`src/rtl/pws_pkg.sv`:
```
package pws_pkg;

    localparam int REG_W = 10;

    typedef enum logic [1:0] {
        ST_RUN    = 2'd0,
        ST_PDOWN  = 2'd1,
        ST_WDELAY = 2'd2
    } seq_state_e;

    typedef enum logic [1:0] {
        SRC_XTAL    = 2'd0,
        SRC_LRC     = 2'd1,
        SRC_HRC     = 2'd2,
        SRC_HRC_ALT = 2'd3
    } src_e;

    typedef enum logic [1:0] {
        XT_OFF  = 2'd0,
        XT_HIGH = 2'd1,
        XT_LOW  = 2'd2,
        XT_EXT  = 2'd3
    } xtal_mode_e;

    // packed from bit 9 down to bit 0
    typedef struct packed {
        logic       lrc_on;
        logic       hrc_on;
        xtal_mode_e xtal;
        logic       keep_low;
        logic       dly_en;
        logic       ien;
        logic       flag;
        logic       imm;
        logic       pd_req;
    } ctrl_t;

    function automatic int unsigned wake_delay(input src_e src, input logic en,
                                               input int unsigned xd,
                                               input int unsigned hd);
        if (!en)              return 0;
        if (src == SRC_LRC)   return 0;
        if (src == SRC_XTAL)  return xd;
        return hd;
    endfunction

endpackage

```
`src/rtl/pws_regs.sv`:
```
module pws_regs
    import pws_pkg::*;
(
    input  logic             clk,
    input  logic             rst,
    input  logic             wr_en,
    input  logic [REG_W-1:0] wr_data,
    input  logic             wake_hit,
    output ctrl_t            ctrl
);

    ctrl_t wv;
    ctrl_t nxt;

    assign wv = ctrl_t'(wr_data);

    always_comb begin
        nxt = ctrl;
        if (wr_en) begin
            nxt      = wv;
            nxt.flag = ctrl.flag & ~wv.flag;
        end
        if (wake_hit) begin
            nxt.pd_req = 1'b0;
            nxt.flag   = 1'b1;
        end
    end

    always_ff @(posedge clk) begin
        if (rst) begin
            ctrl        <= '0;
            ctrl.hrc_on <= 1'b1;
        end else begin
            ctrl <= nxt;
        end
    end

    a_r6_flag_w1c: assert property (@(posedge clk) disable iff (rst)
        (wr_en && wr_data[2] && !wake_hit) |=> !ctrl.flag);

endmodule

```
`src/rtl/pws_fsm.sv`:
```
module pws_fsm
    import pws_pkg::*;
#(
    parameter int NUM_SRC  = 6,
    parameter int XTAL_DLY = 4096,
    parameter int HRC_DLY  = 16
) (
    input  logic               clk,
    input  logic               rst,
    input  logic               pd_req,
    input  logic               imm,
    input  logic               dly_en,
    input  logic               cpu_sleep,
    input  logic [NUM_SRC-1:0] wake_src,
    input  logic [1:0]         clk_src,
    output seq_state_e         state,
    output logic               wake_hit
);

    localparam int MAX_DLY = (XTAL_DLY > HRC_DLY) ? XTAL_DLY : HRC_DLY;
    localparam int CNT_W   = $clog2(MAX_DLY + 1);

    logic [CNT_W-1:0] cnt;
    int unsigned      dly;
    logic             wake_any;

    assign wake_any = |wake_src;
    assign wake_hit = (state == ST_PDOWN) && wake_any;

    always_comb begin
        dly = wake_delay(src_e'(clk_src), dly_en, XTAL_DLY, HRC_DLY);
    end

    always_ff @(posedge clk) begin
        if (rst) begin
            state <= ST_RUN;
            cnt   <= '0;
        end else begin
            case (state)
                ST_RUN: begin
                    if (pd_req && (cpu_sleep || imm))
                        state <= ST_PDOWN;
                end
                ST_PDOWN: begin
                    if (wake_any) begin
                        if (dly == 0) begin
                            state <= ST_RUN;
                        end else begin
                            state <= ST_WDELAY;
                            cnt   <= CNT_W'(dly - 1);
                        end
                    end
                end
                ST_WDELAY: begin
                    if (cnt == '0)
                        state <= ST_RUN;
                    else
                        cnt <= cnt - 1'b1;
                end
                default: state <= ST_RUN;
            endcase
        end
    end

    a_r8_count_down: assert property (@(posedge clk) disable iff (rst)
        (state == ST_WDELAY && cnt != '0) |=> (state == ST_WDELAY && cnt == $past(cnt) - 1'b1));

    a_r8_release: assert property (@(posedge clk) disable iff (rst)
        (state == ST_WDELAY && cnt == '0) |=> state == ST_RUN);

endmodule

```
`src/rtl/pws_gate.sv`:
```
module pws_gate
    import pws_pkg::*;
(
    input  seq_state_e state,
    input  ctrl_t      ctrl,
    output logic       hxt_en,
    output logic       lxt_en,
    output logic       hrc_en,
    output logic       lrc_en,
    output logic       sys_clk_en
);

    logic in_pd;

    assign in_pd      = (state == ST_PDOWN);
    assign sys_clk_en = (state == ST_RUN);
    assign hxt_en     = (ctrl.xtal == XT_HIGH) && !in_pd;
    assign lxt_en     = (ctrl.xtal == XT_LOW) && (!in_pd || ctrl.keep_low);
    assign hrc_en     = ctrl.hrc_on && !in_pd;
    assign lrc_en     = ctrl.lrc_on;

endmodule

```
`src/rtl/sleep_wake_seq.sv`:
```
module sleep_wake_seq
    import pws_pkg::*;
#(
    parameter int NUM_SRC  = 6,
    parameter int XTAL_DLY = 4096,
    parameter int HRC_DLY  = 16
) (
    input  logic               clk,
    input  logic               rst,
    input  logic               reg_wr_en,
    input  logic [REG_W-1:0]   reg_wr_data,
    output logic [REG_W-1:0]   reg_rd_data,
    input  logic               cpu_sleep,
    input  logic [NUM_SRC-1:0] wake_src,
    input  logic [1:0]         clk_src,
    output logic               hxt_en,
    output logic               lxt_en,
    output logic               hrc_en,
    output logic               lrc_en,
    output logic               sys_clk_en,
    output logic               wake_irq,
    output logic               pd_active
);

    ctrl_t      ctrl;
    seq_state_e state;
    logic       wake_hit;

    pws_regs u_regs (
        .clk      (clk),
        .rst      (rst),
        .wr_en    (reg_wr_en),
        .wr_data  (reg_wr_data),
        .wake_hit (wake_hit),
        .ctrl     (ctrl)
    );

    pws_fsm #(
        .NUM_SRC  (NUM_SRC),
        .XTAL_DLY (XTAL_DLY),
        .HRC_DLY  (HRC_DLY)
    ) u_fsm (
        .clk       (clk),
        .rst       (rst),
        .pd_req    (ctrl.pd_req),
        .imm       (ctrl.imm),
        .dly_en    (ctrl.dly_en),
        .cpu_sleep (cpu_sleep),
        .wake_src  (wake_src),
        .clk_src   (clk_src),
        .state     (state),
        .wake_hit  (wake_hit)
    );

    pws_gate u_gate (
        .state      (state),
        .ctrl       (ctrl),
        .hxt_en     (hxt_en),
        .lxt_en     (lxt_en),
        .hrc_en     (hrc_en),
        .lrc_en     (lrc_en),
        .sys_clk_en (sys_clk_en)
    );

    assign reg_rd_data = ctrl;
    assign wake_irq    = ctrl.flag & ctrl.ien;
    assign pd_active   = (state == ST_PDOWN);

    a_r2_no_entry_without_req: assert property (@(posedge clk) disable iff (rst)
        (!pd_active && !reg_rd_data[0]) |=> !pd_active);

    a_r3_pd_gating: assert property (@(posedge clk) disable iff (rst)
        pd_active |-> (!sys_clk_en && !hxt_en && !hrc_en));

    a_r4_keep_low: assert property (@(posedge clk) disable iff (rst)
        (pd_active && reg_rd_data[5] && reg_rd_data[7:6] == 2'b10) |-> lxt_en);

    a_r5_req_cleared: assert property (@(posedge clk) disable iff (rst)
        (pd_active && |wake_src) |=> (!pd_active && !reg_rd_data[0]));

    a_r6_flag_set: assert property (@(posedge clk) disable iff (rst)
        (pd_active && |wake_src) |=> reg_rd_data[2]);

    a_r7_irq_needs_both: assert property (@(posedge clk) disable iff (rst)
        wake_irq |-> (reg_rd_data[2] && reg_rd_data[3]));

endmodule

```
`config.mk`:
```
export PLATFORM = sky130hd
export DESIGN_NAME = sleep_wake_seq
export DESIGN_NICKNAME = d
export VERILOG_FILES = /design/src/rtl/pws_pkg.sv /design/src/rtl/pws_regs.sv /design/src/rtl/pws_fsm.sv /design/src/rtl/pws_gate.sv /design/src/rtl/sleep_wake_seq.sv
export SDC_FILE = /design/constraint.sdc
export NUM_CORES = 1
export LEC_CHECK = 0
export BUFFER_PORTS_ARGS = -buffer_cell sky130_fd_sc_hd__buf_4
export CAP_MARGIN = 25
export CORE_MARGIN = 2
export CORE_UTILIZATION = 50
export CTS_CLUSTER_DIAMETER = 200
export CTS_CLUSTER_SIZE = 12
export DETAILED_ROUTE_END_ITERATION = 8
export GPL_ROUTABILITY_DRIVEN = 0
export PLACE_DENSITY = 0.76
export SYNTH_ARGS = -nofsm -noshare
export SYNTH_HDL_FRONTEND = slang
export SYNTH_SLANG_ARGS = --single-unit
```
`constraint.sdc`:
```
create_clock -name clk -period 4.1 [get_ports clk]
set_input_delay 0.41 -clock clk [delete_from_list [all_inputs] [get_ports clk]]
set_output_delay 0.41 -clock clk [all_outputs]
set_load 0.005 [all_outputs]
```
==> out/results.tsv <==
stage	metric	value	unit
synth	syn_area_per_cell	8.74	um^2
cts	cts_tree	done	
drt	drtIter0Drc	40	
drt	wirelength	3290	um
timing	post-route-min-period	2.15	ns
die	initial_core_util	52.9	%
drt	vias_per_cell	5.89	
synth	syn_area	1460	um^2
worst_setup_path	cp-start-kind	flop	
timing	finalClockSkew	0.0124	ns
global_route	track_usage	20.5	%
die	die_h	58.0	um
drt	via_count	1343	
place	port-buffer-count	38	
drt	ant_nets	0	
drt	wl_per_cell	14.4	um
cts	clockBufferDepth	2	
timing	final_max_slew_viol_count	0	
cts	clkSinkCount	25	
timing	fin_crit_sh	52.5	%
synth	ys_async_sr_fraction	0	%
power	irDropWorstVdd	0.000233	V
cts	clkTransAtPathRegs	0.14	ns
timing	hold_viol	0	
synth	ys.flop_type	dfxtp_1	
cts	ctsResizeCount	0	
die	core_region_area	2760	um^2
worst_setup_path	r2r_slack	1.95	ns
power	p_clk_share	25.1	%
synth	syn_inst	167	
cts	cts_setup_buffers	0	
drt	route.detailed.drc	0	
worst_setup_path	critPathArrivalTime	2.38	ns
timing	maxSlewHeadroom	55.5	%
global_route	grt_overflow_total	0	
die	io_pins	39	
global_route	antenna_found_initial	0	
worst_setup_path	required	4.33	ns
synth	synth-seq-cells	25	
final_layout	multi_input_area	853	um^2
status	outcome	finished clean	
die	die_area	3370	um^2
job	cap_violations	0	
timing	setup_viol	0	
timing	rsz0062_at_grt	no	
final_layout	area_growth	17.7	%
die	core.rowCount	19	
final_layout	drive_gt1_share	26.9	%
final_layout	finalNetCount	221	
global_route	grt_max_degree	28	
global_route	grt_pass1_vias	1165	
power	p_leak	0.731	nW
worst_hold_path	whs_path_depth	2	
power	swShare	26.1	%
worst_hold_path	hp-class	in2reg	
drt	drtPass1Iterations	4	
power	p_int	0.000334	W
synth	yosysWarnings	0	
cts	clockRootBuffer	clkbuf_4	
cts	cts_hold_repair.buffers	0	
final_layout	num-fill-cells	256	
final_layout	diodes	0	
power	p_per_area	263	nW/um^2
synth	synth_edf_count	0	
worst_setup_path	ff2ff_path_depth	7	
synth	yosysSeqAreaShare	34.3	%
power	finalPower	0.000452	W
die	die_w	58.0	um
power	power_switching	0.000118	W
worst_setup_path	critPathCaptureType	flop	
timing	tightest_slew	0.668	ns
power	pwr-share-comb	17.4	%
global_route	grt_pass1_wl	5380	um
synth	synth.distinct_cells	50	
worst_setup_path	cp_max_fo	13	
final_layout	regArea	500	um^2
worst_setup_path	path_class	reg2reg	
synth	syn_nets	190	
cts	htreeDepth	1	
timing	fmaxAchievable	465	MHz
power	seqPwrFrac	57.5	%
cts	clk_latency	0.33	ns
place	dp_hpwl	2410	um
cts	cts_buffers	3	
timing	finalSetupTns	0	ns
[final timing paths]
path                                                  start                          end
worst max-delay path            u_fsm.state[0]$_SDFFE_PP0P_    u_fsm.cnt[8]$_SDFFE_PP0P_
worst min-delay path                         reg_wr_data[8]  u_regs.ctrl[8]$_SDFFE_PP1P_
worst max register to register  u_fsm.state[0]$_SDFFE_PP0P_    u_fsm.cnt[8]$_SDFFE_PP0P_
worst min register to register  u_regs.ctrl[2]$_SDFFE_PP0P_  u_regs.ctrl[2]$_SDFFE_PP0P_
[sequential cells by signal (all words and copies together), names as in the netlist]
signal and count:
u_regs.ctrl 10, u_fsm.state 2, u_fsm.cnt 13
[synthesized netlist by cell type (3+ instances only)]
library cell   n  share of area (%)
a31oi_1        3                1.3
buf_6          3                2.3
nand2_1       13                3.3
buf_4          5                2.6
o211ai_1       6                3.1
dfxtp_1       25                 34
mux2i_1       10                6.9
inv_1          4                1.0
nor3_1         8                2.7
nor2_1        20                5.1
a21oi_1       12                4.1
or3_1          4                1.7
o21ai_0        4                1.4
[kinds of logic (layout without fill, tap and decap cells)]
family,after synthesis,after routing,synth area share (%)
adders and majority gates,1,1,0.857
AOI/OAI and AO/OA,46,46,23.6
buffers and inverters,16,46,7.28
muxes,11,11,7.88
xor gates and xnor gates,2,2,1.20
DFF,25,25,34.3
and+or+nand+nor,66,66,24.9
[power by group through the flow]
| stage | logic, W | clock network (W) | registers (W) |
|---|---|---|---|
| 2_1_floorplan | 0.0000473 | 0 | 0.000264 |
| 4_1_cts | 0.0000789 | 0.000118 | 0.000260 |
| 3_5_place_dp | 0.0000788 | 0 | 0.000265 |
| 6_report | 0.0000789 | 0.000113 | 0.000260 |
| 3_3_place_gp | 0.0000772 | 0 | 0.000265 |
| 5_1_grt | 0.0000855 | 0.000124 | 0.000262 |
[layout by cell type, fill, tap and decap left out, drive strengths merged, types with 4 or more instances in the layout]
| cell type | synthesis | routed |
|---|---|---|
| nand2 | 13 | 13 |
| o211ai | 6 | 6 |
| inv | 4 | 4 |
| clkbuf | 4 | 4 |
| or3 | 4 | 4 |
| dfxtp | 25 | 25 |
| nor3 | 8 | 8 |
| nor2 | 20 | 20 |
| a21oi | 13 | 13 |
| mux2i | 10 | 10 |
| o21ai | 6 | 6 |
| buf | 8 | 38 |
[layer usage]
layer | share of wire, % | vias up | track usage, %
met5 | 0 | - | 0
met4 | 1.6 | 0 | 8.97
met3 | 7.2 | 5 | 2.90
met2 | 46 | 58 | 33.3
met1 | 45 | 609 | 27.2
li1 | - | 671 | -
[stage by stage]
stage	area, um^2	worst slack, ns	hold WS, ns	utilization (%)	cells
CTS	1720	1.98	0.288	62.3	228
global route	1720	1.83	0.277	62.3	228
finish	1720	1.95	0.293	62.3	228
global placement	1690	2.07	0.470	61.4	224
detailed placement	1690	1.97	0.478	61.4	224
floorplan	1460	2.12	0.454	-	167
[area by class of cell]
type	count	area share, %
multi-input cells	126	49.6
flip-flops and latches	25	29.1
repair buffers	38	16.6
well taps	31	2.26
clock buffers	4	1.53
inverters	4	0.873
[critical path, stage by stage, from the launching register on]
cell,delay (ns)
dfxtp_1,0.42
and2b_2,0.35
nand2_1,0.11
ha_1,0.31
o21ai_0,0.19
or3_1,0.41
o211ai_1,0.19
a21oi_1,0.09
Power figures use the tool's default switching activity.
